[config.mk]
export PLATFORM = sky130hd
export DESIGN_NAME = dma_page_splitter
export DESIGN_NICKNAME = d
export VERILOG_FILES = /design/src/rtl/dps_pkg.sv /design/src/rtl/dps_chunk_math.sv /design/src/rtl/dps_perm_check.sv /design/src/rtl/dps_seq.sv /design/src/rtl/dma_page_splitter.sv
export SDC_FILE = /design/constraint.sdc
export NUM_CORES = 1
export LEC_CHECK = 0
export BUFFER_PORTS_ARGS = -buffer_cell sky130_fd_sc_hd__buf_2
export CAP_MARGIN = 20
export CORE_ASPECT_RATIO = 0.8
export CORE_MARGIN = 1.5
export CORE_UTILIZATION = 56
export CTS_BUF_LIST = sky130_fd_sc_hd__clkbuf_4 sky130_fd_sc_hd__clkbuf_8
export CTS_CLUSTER_SIZE = 12
export DETAILED_ROUTE_END_ITERATION = 12
export PLACE_DENSITY = 0.95
export SYNTH_ARGS = -nofsm -noshare
export SYNTH_HDL_FRONTEND = slang
export SYNTH_SLANG_ARGS = --single-unit
[constraint.sdc]
create_clock -name clk -period 6.01 [get_ports clk]
set_clock_uncertainty 0.05 [all_clocks]
set_input_delay 0.3005 -clock clk [delete_from_list [all_inputs] [get_ports clk]]
set_output_delay 0.3005 -clock clk [all_outputs]
set_load 0.02 [all_outputs]
[src/rtl/dps_pkg.sv]
package dps_pkg;
  typedef enum logic [2:0] {
    ST_IDLE,
    ST_XLT,
    ST_WAIT,
    ST_MEM,
    ST_DONE
  } seq_state_e;
endpackage

[src/rtl/dps_chunk_math.sv]
module dps_chunk_math #(
  parameter int PAGE_SHIFT = 12,
  parameter int LEN_W      = 16
) (
  input  logic [PAGE_SHIFT-1:0] offset,
  input  logic [LEN_W-1:0]      remaining,
  output logic [PAGE_SHIFT:0]   chunk,
  output logic                  last
);
  localparam int CW = PAGE_SHIFT + 1;
  localparam int MW = (LEN_W > CW) ? LEN_W : CW;

  logic [MW-1:0] room_w;
  logic [MW-1:0] rem_w;

  always_comb begin
    room_w = (MW'(1) << PAGE_SHIFT) - MW'(offset);
    rem_w  = MW'(remaining);
    if (rem_w <= room_w) begin
      chunk = CW'(rem_w);
      last  = 1'b1;
    end else begin
      chunk = CW'(room_w);
      last  = 1'b0;
    end
  end
endmodule

[src/rtl/dps_perm_check.sv]
module dps_perm_check (
  input  logic entry_ok,
  input  logic entry_wr,
  input  logic is_write,
  output logic fault
);
  logic no_entry;
  logic no_write;

  always_comb begin
    no_entry = !entry_ok;
    no_write = is_write && !entry_wr;
    fault    = no_entry || no_write;
  end
endmodule

[src/rtl/dps_seq.sv]
module dps_seq
  import dps_pkg::*;
#(
  parameter int VA_W       = 32,
  parameter int PA_W       = 36,
  parameter int LEN_W      = 16,
  parameter int PAGE_SHIFT = 12
) (
  input  logic                       clk,
  input  logic                       rst_n,
  input  logic                       req_valid,
  output logic                       req_ready,
  input  logic [VA_W-1:0]            req_addr,
  input  logic [LEN_W-1:0]           req_len,
  input  logic                       req_write,
  output logic                       xlt_req_valid,
  input  logic                       xlt_req_ready,
  output logic [VA_W-PAGE_SHIFT-1:0] xlt_vpage,
  input  logic                       xlt_rsp_valid,
  input  logic [PA_W-PAGE_SHIFT-1:0] xlt_rsp_ppage,
  input  logic                       fault,
  output logic                       mem_valid,
  input  logic                       mem_ready,
  output logic [PA_W-1:0]            mem_addr,
  output logic                       mem_write,
  output logic                       done,
  output logic                       done_ok,
  output logic [LEN_W-1:0]           done_bytes,
  output logic [PAGE_SHIFT-1:0]      cur_offset,
  output logic [LEN_W-1:0]           cur_remaining,
  input  logic [PAGE_SHIFT:0]        chunk,
  input  logic                       last
);
  localparam int PPW = PA_W - PAGE_SHIFT;

  seq_state_e          state;
  logic [VA_W-1:0]     cur_addr;
  logic [LEN_W-1:0]    rem_q;
  logic [LEN_W-1:0]    moved_q;
  logic                dir_q;
  logic                ok_q;
  logic [PPW-1:0]      ppage_q;

  always_ff @(posedge clk or negedge rst_n) begin
    if (!rst_n) begin
      state    <= ST_IDLE;
      cur_addr <= '0;
      rem_q    <= '0;
      moved_q  <= '0;
      dir_q    <= 1'b0;
      ok_q     <= 1'b0;
      ppage_q  <= '0;
    end else begin
      case (state)
        ST_IDLE: begin
          if (req_valid) begin
            cur_addr <= req_addr;
            rem_q    <= req_len;
            dir_q    <= req_write;
            moved_q  <= '0;
            if (req_len == '0) begin
              ok_q  <= 1'b1;
              state <= ST_DONE;
            end else begin
              state <= ST_XLT;
            end
          end
        end
        ST_XLT: begin
          if (xlt_req_ready) state <= ST_WAIT;
        end
        ST_WAIT: begin
          if (xlt_rsp_valid) begin
            if (fault) begin
              ok_q  <= 1'b0;
              state <= ST_DONE;
            end else begin
              ppage_q <= xlt_rsp_ppage;
              state   <= ST_MEM;
            end
          end
        end
        ST_MEM: begin
          if (mem_ready) begin
            cur_addr <= cur_addr + VA_W'(chunk);
            rem_q    <= rem_q - LEN_W'(chunk);
            moved_q  <= moved_q + LEN_W'(chunk);
            if (last) begin
              ok_q  <= 1'b1;
              state <= ST_DONE;
            end else begin
              state <= ST_XLT;
            end
          end
        end
        ST_DONE: state <= ST_IDLE;
        default: state <= ST_IDLE;
      endcase
    end
  end

  always_comb begin
    req_ready     = (state == ST_IDLE);
    xlt_req_valid = (state == ST_XLT);
    xlt_vpage     = cur_addr[VA_W-1:PAGE_SHIFT];
    mem_valid     = (state == ST_MEM);
    mem_addr      = {ppage_q, cur_addr[PAGE_SHIFT-1:0]};
    mem_write     = dir_q;
    done          = (state == ST_DONE);
    done_ok       = ok_q;
    done_bytes    = moved_q;
    cur_offset    = cur_addr[PAGE_SHIFT-1:0];
    cur_remaining = rem_q;
  end
endmodule

[src/rtl/dma_page_splitter.sv]
module dma_page_splitter #(
  parameter int VA_W       = 32,
  parameter int PA_W       = 36,
  parameter int LEN_W      = 16,
  parameter int PAGE_SHIFT = 12
) (
  input  logic                       clk,
  input  logic                       rst_n,
  input  logic                       req_valid,
  output logic                       req_ready,
  input  logic [VA_W-1:0]            req_addr,
  input  logic [LEN_W-1:0]           req_len,
  input  logic                       req_write,
  output logic                       xlt_req_valid,
  input  logic                       xlt_req_ready,
  output logic [VA_W-PAGE_SHIFT-1:0] xlt_vpage,
  input  logic                       xlt_rsp_valid,
  input  logic                       xlt_rsp_ok,
  input  logic                       xlt_rsp_wr,
  input  logic [PA_W-PAGE_SHIFT-1:0] xlt_rsp_ppage,
  output logic                       mem_valid,
  input  logic                       mem_ready,
  output logic [PA_W-1:0]            mem_addr,
  output logic [PAGE_SHIFT:0]        mem_bytes,
  output logic                       mem_write,
  output logic                       done,
  output logic                       done_ok,
  output logic [LEN_W-1:0]           done_bytes
);
  logic [PAGE_SHIFT-1:0] cur_offset;
  logic [LEN_W-1:0]      cur_remaining;
  logic [PAGE_SHIFT:0]   chunk;
  logic                  last;
  logic                  fault;

  dps_chunk_math #(.PAGE_SHIFT(PAGE_SHIFT), .LEN_W(LEN_W)) u_math (
    .offset    (cur_offset),
    .remaining (cur_remaining),
    .chunk     (chunk),
    .last      (last)
  );

  dps_perm_check u_perm (
    .entry_ok (xlt_rsp_ok),
    .entry_wr (xlt_rsp_wr),
    .is_write (mem_write),
    .fault    (fault)
  );

  dps_seq #(.VA_W(VA_W), .PA_W(PA_W), .LEN_W(LEN_W), .PAGE_SHIFT(PAGE_SHIFT)) u_seq (
    .clk           (clk),
    .rst_n         (rst_n),
    .req_valid     (req_valid),
    .req_ready     (req_ready),
    .req_addr      (req_addr),
    .req_len       (req_len),
    .req_write     (req_write),
    .xlt_req_valid (xlt_req_valid),
    .xlt_req_ready (xlt_req_ready),
    .xlt_vpage     (xlt_vpage),
    .xlt_rsp_valid (xlt_rsp_valid),
    .xlt_rsp_ppage (xlt_rsp_ppage),
    .fault         (fault),
    .mem_valid     (mem_valid),
    .mem_ready     (mem_ready),
    .mem_addr      (mem_addr),
    .mem_write     (mem_write),
    .done          (done),
    .done_ok       (done_ok),
    .done_bytes    (done_bytes),
    .cur_offset    (cur_offset),
    .cur_remaining (cur_remaining),
    .chunk         (chunk),
    .last          (last)
  );

  assign mem_bytes = chunk;
endmodule

**Word-level counts from Yosys, hierarchy flattened**

Index checks and enable logic that the tools add are counted.

- Logic and storage cells: 63
- Output and inout bits: 91
- Bits of input ports: 81
- Bits in registers: 93

- Equality and inequality tests: 11
- Magnitude comparators: 1
- Add/sub/neg operators: 4
- Reductions and logical operators: 13
- Multiplexer cells: 26
- Bitwise gates (word level): 1

Operators with widths:

| kind | count |
|---|---|
| 16-bit two-way mux | 4 |
| 32-bit two-way mux | 2 |
| 16-bit case mux with 2 select lines | 2 |
| 32-bit case mux with 2 select lines | 1 |
| 32-bit by 13-bit adder with 32-bit output | 1 |
| 3-bit two-way mux | 7 |
| 16-bit by 13-bit adder with 16-bit output | 1 |
| 16-bit less-or-equal comparator | 1 |
| 16-bit logical NOT | 1 |
| 16-bit by 13-bit subtractor with 16-bit output | 1 |
| 13-bit by 12-bit subtractor with 14-bit output (first input constant) | 1 |
| 13-bit two-way mux | 1 |
| 3-bit case mux with 4 select lines | 1 |
| 2-bit by 1-bit != test with 1-bit output (second input constant) | 4 |
| 1-bit two-way mux | 7 |
| 7-bit AND reduction | 1 |
| 3-bit by 2-bit == test with 1-bit output (second input constant) | 2 |
| 2-bit != test (second input constant) | 3 |
| 3-bit AND reduction | 2 |
| 4-bit AND reduction | 1 |
| 3-bit by 1-bit == test with 1-bit output (second input constant) | 1 |
| 3-bit == test (second input constant) | 1 |
| 3-bit logical NOT | 1 |
| 1-bit case mux with 3 select lines | 1 |
| other kinds (7) | 8 |

**Depth between registers and ports, before layout**

- Word-level depth: 6
- Mapped depth: 25
- Depth with buffers taken out: 24

**Hierarchy**

From an unflattened synthesis, not the netlist that was laid out.

- Cells, all modules: 740
- Area, all modules: 6875.3 sq um

Modules (own cells, without submodules):

| module | area an instance (sq um) | times used | cells each | sequential area each (sq um) |
|---|---|---|---|---|
| dps_seq | 6139.6 | 1 | 646 | 2327.2 |
| dps_chunk_math | 723.2 | 1 | 92 | 0.0 |
| dps_perm_check | 12.5 | 1 | 2 | 0.0 |

**Worst setup path after synthesis**

No wires, ideal clock.

- Path type: register to register
- From: reg u_seq.cur_addr[7]
- To: reg u_seq.cur_addr[20]
- Data required time: 5.834 ns
- Clock period less this slack: 5.572 ns
- Data arrival time: 5.396 ns
- Path slack: 0.438 ns
- Library setup time: 0.126 ns
- Stages on the path, launching flop included: 23
- Buffers on the path: 1
- Cells stage by stage: dfrtp_1 -> or4_1 -> nor3_1 -> xnor2_1 -> inv_1 -> ha_1 -> nand3_1 -> nor4_1 -> inv_1 -> nor2_1 -> a31oi_4 -> buf_8 -> o21ai_0 -> ha_1 -> inv_1 -> fa_1 -> nand2b_1 -> a21oi_1 -> o41ai_1 -> a21oi_1 -> o211ai_2 -> a21o_1 -> a221o_1

- Cells in the longest elaborated chain, start to end: 6

Ends and longest elaborated chain:

| item | line | text |
|---|---|---|
| start: declaration | dps_seq.sv:37 | `logic [VA_W-1:0] cur_addr;` |
| start signal: assignment | dps_seq.sv:57 | `cur_addr <= req_addr;` |
| start signal: assignment | dps_seq.sv:85 | `cur_addr <= cur_addr + VA_W'(chunk);` |
| 13-bit by 12-bit subtractor with 14-bit output | dps_chunk_math.sv:17 | `room_w = (MW'(1) << PAGE_SHIFT) - MW'(offset);` |
| 16-bit less-or-equal comparator | dps_chunk_math.sv:19 | `if (rem_w <= room_w) begin` |
| 13-bit two-way mux | dps_chunk_math.sv:19 |  |
| named net mem_bytes[0] | dma_page_splitter.sv:24 | `output logic [PAGE_SHIFT:0] mem_bytes,` |
| 32-bit by 13-bit adder with 32-bit output | dps_seq.sv:85 |  |
| 32-bit two-way mux | dps_seq.sv:84 | `if (mem_ready) begin` |
| 32-bit case mux with 2 select lines | dps_seq.sv:54 | `case (state)` |

The timed path passes the listed nets, and every way through them passes these cells. The select of a mux whose other input is x is not followed.
A chain may end at the register's enable or synchronous reset.

**Worst setup path in the final report**

- From: reg u_seq.cur_addr[7]
- To: reg u_seq.cur_addr[29]

- Cells in the longest elaborated chain, start to end: 6

Ends and longest elaborated chain:

| item | line |
|---|---|
| 13-bit by 12-bit subtractor with 14-bit output | dps_chunk_math.sv:17 |
| 16-bit less-or-equal comparator | dps_chunk_math.sv:19 |
| 13-bit two-way mux | dps_chunk_math.sv:19 |
| 32-bit by 13-bit adder with 32-bit output * | dps_seq.sv:85 |
| 32-bit two-way mux * | dps_seq.sv:84 |
| 32-bit case mux with 2 select lines * | dps_seq.sv:54 |

Mark *: on every way between the ends. The rest lies on a longest branch, timed or not. The select of a mux whose other input is x is not followed.

==> results.sh <==
export IMPL_dr_pass1_iters=12
export IMPL_fp_coreArea_um2=11600
export IMPL_syn_to_final_growth_pct=18.2
export IMPL_grt_first_pass_wirelength_um=31000
export IMPL_synth_edf_count=0
export IMPL_period_share_pct=94.6
export IMPL_ys_async_sr_fraction_pct=100
export IMPL_routed_via_count=6659
export IMPL_yosysSeqAreaShare_pct=34.4
export IMPL_post_dp_cell_area_um2=7740
export IMPL_path_clk_slew_ps=100
export IMPL_boundaryPins=172
export IMPL_die_width_um=126
export IMPL_status="finished with violations"
export IMPL_ant_nets=0
export IMPL_gr_usage_all_layers_pct=30.6
export IMPL_synth_seq_cells=93
export IMPL_synth_fp_nets=876
export IMPL_antenna_found_initial=1
export IMPL_place_port_buffers=171
export IMPL_period_minus_slack_ps=5680
export IMPL_netlist_instances=739
export IMPL_cts_root_buf="clkbuf_8"
export IMPL_synthFlopType="dfrtp_1"
export IMPL_grt_max_degree=64
export IMPL_synthTopCellsByArea="dfrtp_1 (34%), ha_1 (9.8%), mux2_2 (5.7%)"
export IMPL_final_max_slew_viol_count=0
export IMPL_fin_nets=1038
export IMPL_arrival_ps=5960
export IMPL_place_congestion=0.927
export IMPL_max_freq_ghz=0.176
export IMPL_endpoint_kind="register"
export IMPL_crit_reg2reg_launch="u_seq.cur_addr[7]$_DFFE_PN0P_"
export IMPL_yosysUniqueCellTypes=68
export IMPL_htree_num_levels=3
export IMPL_hold_depth=3
export IMPL_synth_top_area_share_pct=34.4
export IMPL_start_util_pct=58.0
export IMPL_violations="DRC"
export IMPL_overflow=0
export IMPL_multi_input_area_um2=4170
export IMPL_syn_area_per_cell_um2=9.15
export IMPL_clk_latency_ps=390
export IMPL_dp_cells=1036
export IMPL_reg2regPathDepth=19
export IMPL_grt_pass1_vias=6242
export IMPL_routed_wl_um=19700
export IMPL_hp_start="req_write"
export IMPL_wl_per_cell_um=18.6
export IMPL_cts_tree="built"
export IMPL_via_per_inst=6.31
export IMPL_required_ps=6280
export IMPL_first_iter_violations=627
export IMPL_finalSetupViolCount=0
export IMPL_drv_cap=0
export IMPL_relSlewSlack_pct=25.6
export IMPL_tightestPinTransition_ps=1120
export IMPL_dieHeight_um=101
export IMPL_synth_area_um2=6760
export IMPL_worstPathMaxFanout=10
export IMPL_critPathLaunchType="register"
export IMPL_hold_path_class="in2reg"
export IMPL_hpwlAfterDp_um=14700
export IMPL_hold_viol_final=0
export IMPL_nFillCells=863
export IMPL_drive_above_1_share_pct=27.8
export IMPL_dieArea_um2=12700
export IMPL_yosysTopAreaCell="dfrtp_1"
export IMPL_route_detailed_drc=12
export IMPL_fin_cells=1055
export IMPL_netlist_top_cells_count="dfrtp_1 (93), nand2_1 (61), o21ai_0 (56)"
export IMPL_cts_sinks=93
export IMPL_synth_most_common_cell="dfrtp_1"
export IMPL_rows=35
export IMPL_ys_warn_count=0
export IMPL_clockBufferDepth=2
export IMPL_path_class="reg2reg"
export IMPL_crit_start="u_seq.cur_addr[7]$_DFFE_PN0P_"
export IMPL_seqCellArea_um2=2330
export IMPL_rsz0062_at_grt="no"
export IMPL_tns_ps=0
export IMPL_design_area_um2=7990
export IMPL_cts_buffers=9
[sequential cells by signal (all words and copies together) (netlist names)]
register and flops:
u_seq.mem_write 1, u_seq.done_ok 1, u_seq.cur_remaining 16, u_seq.ppage_q 24, u_seq.cur_addr 32, u_seq.done_bytes 16, u_seq.state 3
[cell usage in the layout (no fill, tap or decap), drive strengths merged, types with 4 or more instances in the layout]
| cell | netlist | final |
|---|---|---|
| ha | 53 | 53 |
| or3 | 8 | 8 |
| o211ai | 15 | 15 |
| a221o | 10 | 10 |
| buf | 10 | 178 |
| a21oi | 35 | 35 |
| a31oi | 8 | 8 |
| nand2 | 61 | 61 |
| nand3 | 18 | 18 |
| xor2 | 13 | 13 |
| nor3 | 17 | 17 |
| o21ai | 59 | 59 |
| a211oi | 7 | 7 |
| mux2i | 4 | 4 |
| o21a | 12 | 12 |
| or2 | 4 | 4 |
| clkbuf | 18 | 9 |
| a21o | 15 | 15 |
| nand3b | 4 | 4 |
| nor2b | 6 | 6 |
| xnor2 | 24 | 24 |
| a22oi | 26 | 26 |
| o31ai | 5 | 5 |
| nor3b | 8 | 8 |
| mux2 | 35 | 35 |
| and3 | 5 | 5 |
| or4 | 7 | 7 |
| and2 | 6 | 6 |
| nor4 | 8 | 8 |
| inv | 47 | 50 |
| dfrtp | 93 | 93 |
| nand2b | 11 | 11 |
| nand4 | 9 | 9 |
| nor2 | 36 | 36 |
[routing by layer]
| layer | share of wire [%] | wire length (µm) | up-vias | GRT usage (%) |
|---|---|---|---|---|
| li1 | - | - | 3073 | - |
| met1 | 41 | 8080 | 3144 | 39.4 |
| met2 | 47 | 9250 | 378 | 51.1 |
| met3 | 8.4 | 1650 | 64 | 5.76 |
| met4 | 3.5 | 697 | 0 | 14.0 |
| met5 | 0 | 0 | - | 0 |
[repair_timing]
action | in CTS | in global routing
setup endpoints to repair | 0 | 12
buffers inserted | 0 | 0
hold buffers | 1 | 0
resized for setup | 0 | 6
hold endpoints to repair | 30 | 0
[path summary, 6_finish.rpt]
| path | to | slack [ps] |
|---|---|---|
| min in group asynchronous | u_seq.ppage_q[11]$_DFFE_PN0P_ | 340 |
| max | u_seq.cur_addr[29]$_DFFE_PN0P_ | 330 |
| max reg2reg | u_seq.cur_addr[29]$_DFFE_PN0P_ | 330 |
| min | u_seq.mem_write$_DFFE_PN0P_ | 60 |
| min reg2reg | u_seq.ppage_q[7]$_DFFE_PN0P_ | 460 |
| max in group asynchronous | u_seq.cur_addr[2]$_DFFE_PN0P_ | 4410 |
[layout make-up]
class                      count  share of cell area, %
multi-input combinational    571                   52.1
sequential                    93                   29.1
timing repair buffer         179                   11.6
tap                          148                   2.32
inverter                      47                   2.21
clock buffer                   9                   1.55
clock inverter                 7                   1.02
antenna                        1                 0.0313
[logic make-up after synthesis]
kind of cell | Yosys count | synth area share (%)
AND/OR/NAND/NOR | 213 | 16.2
buffers and inverters | 75 | 4.42
multiplexers | 39 | 6.42
AO/OA/AOI/OAI | 226 | 23.0
flip-flops | 93 | 34.4
adder cells (fa/ha/maj) | 56 | 10.7
XOR/XNOR | 37 | 4.79
[metrics by stage]
step	worst slack, ps	utilization (%)	hold slack [ps]
floorplan	438	-	-45.1
global placement	546	66.4	199
detailed placement	340	66.4	199
CTS	296	68.3	57.3
global route	3.58	68.6	70.9
finish	326	68.6	63.3
[critical path, stage by stage (launching register included)]
cell	delay (ps)
dfrtp_1	470
or4_1	610
nor3_1	210
xnor2_1	190
inv_1	80
ha_1	300
nand3_1	120
nor4_1	310
o21ai_1	180
a31oi_4	370
buf_4	260
mux2_2	410
ha_1	350
o21ai_0	150
a21oi_1	250
o31ai_2	180
a211o_2	380
and2_4	200
or4_1	470
nand3_1	80
Power is not shown: default switching activity piles up to over one toggle a cycle in this logic, so the estimate is an artifact.
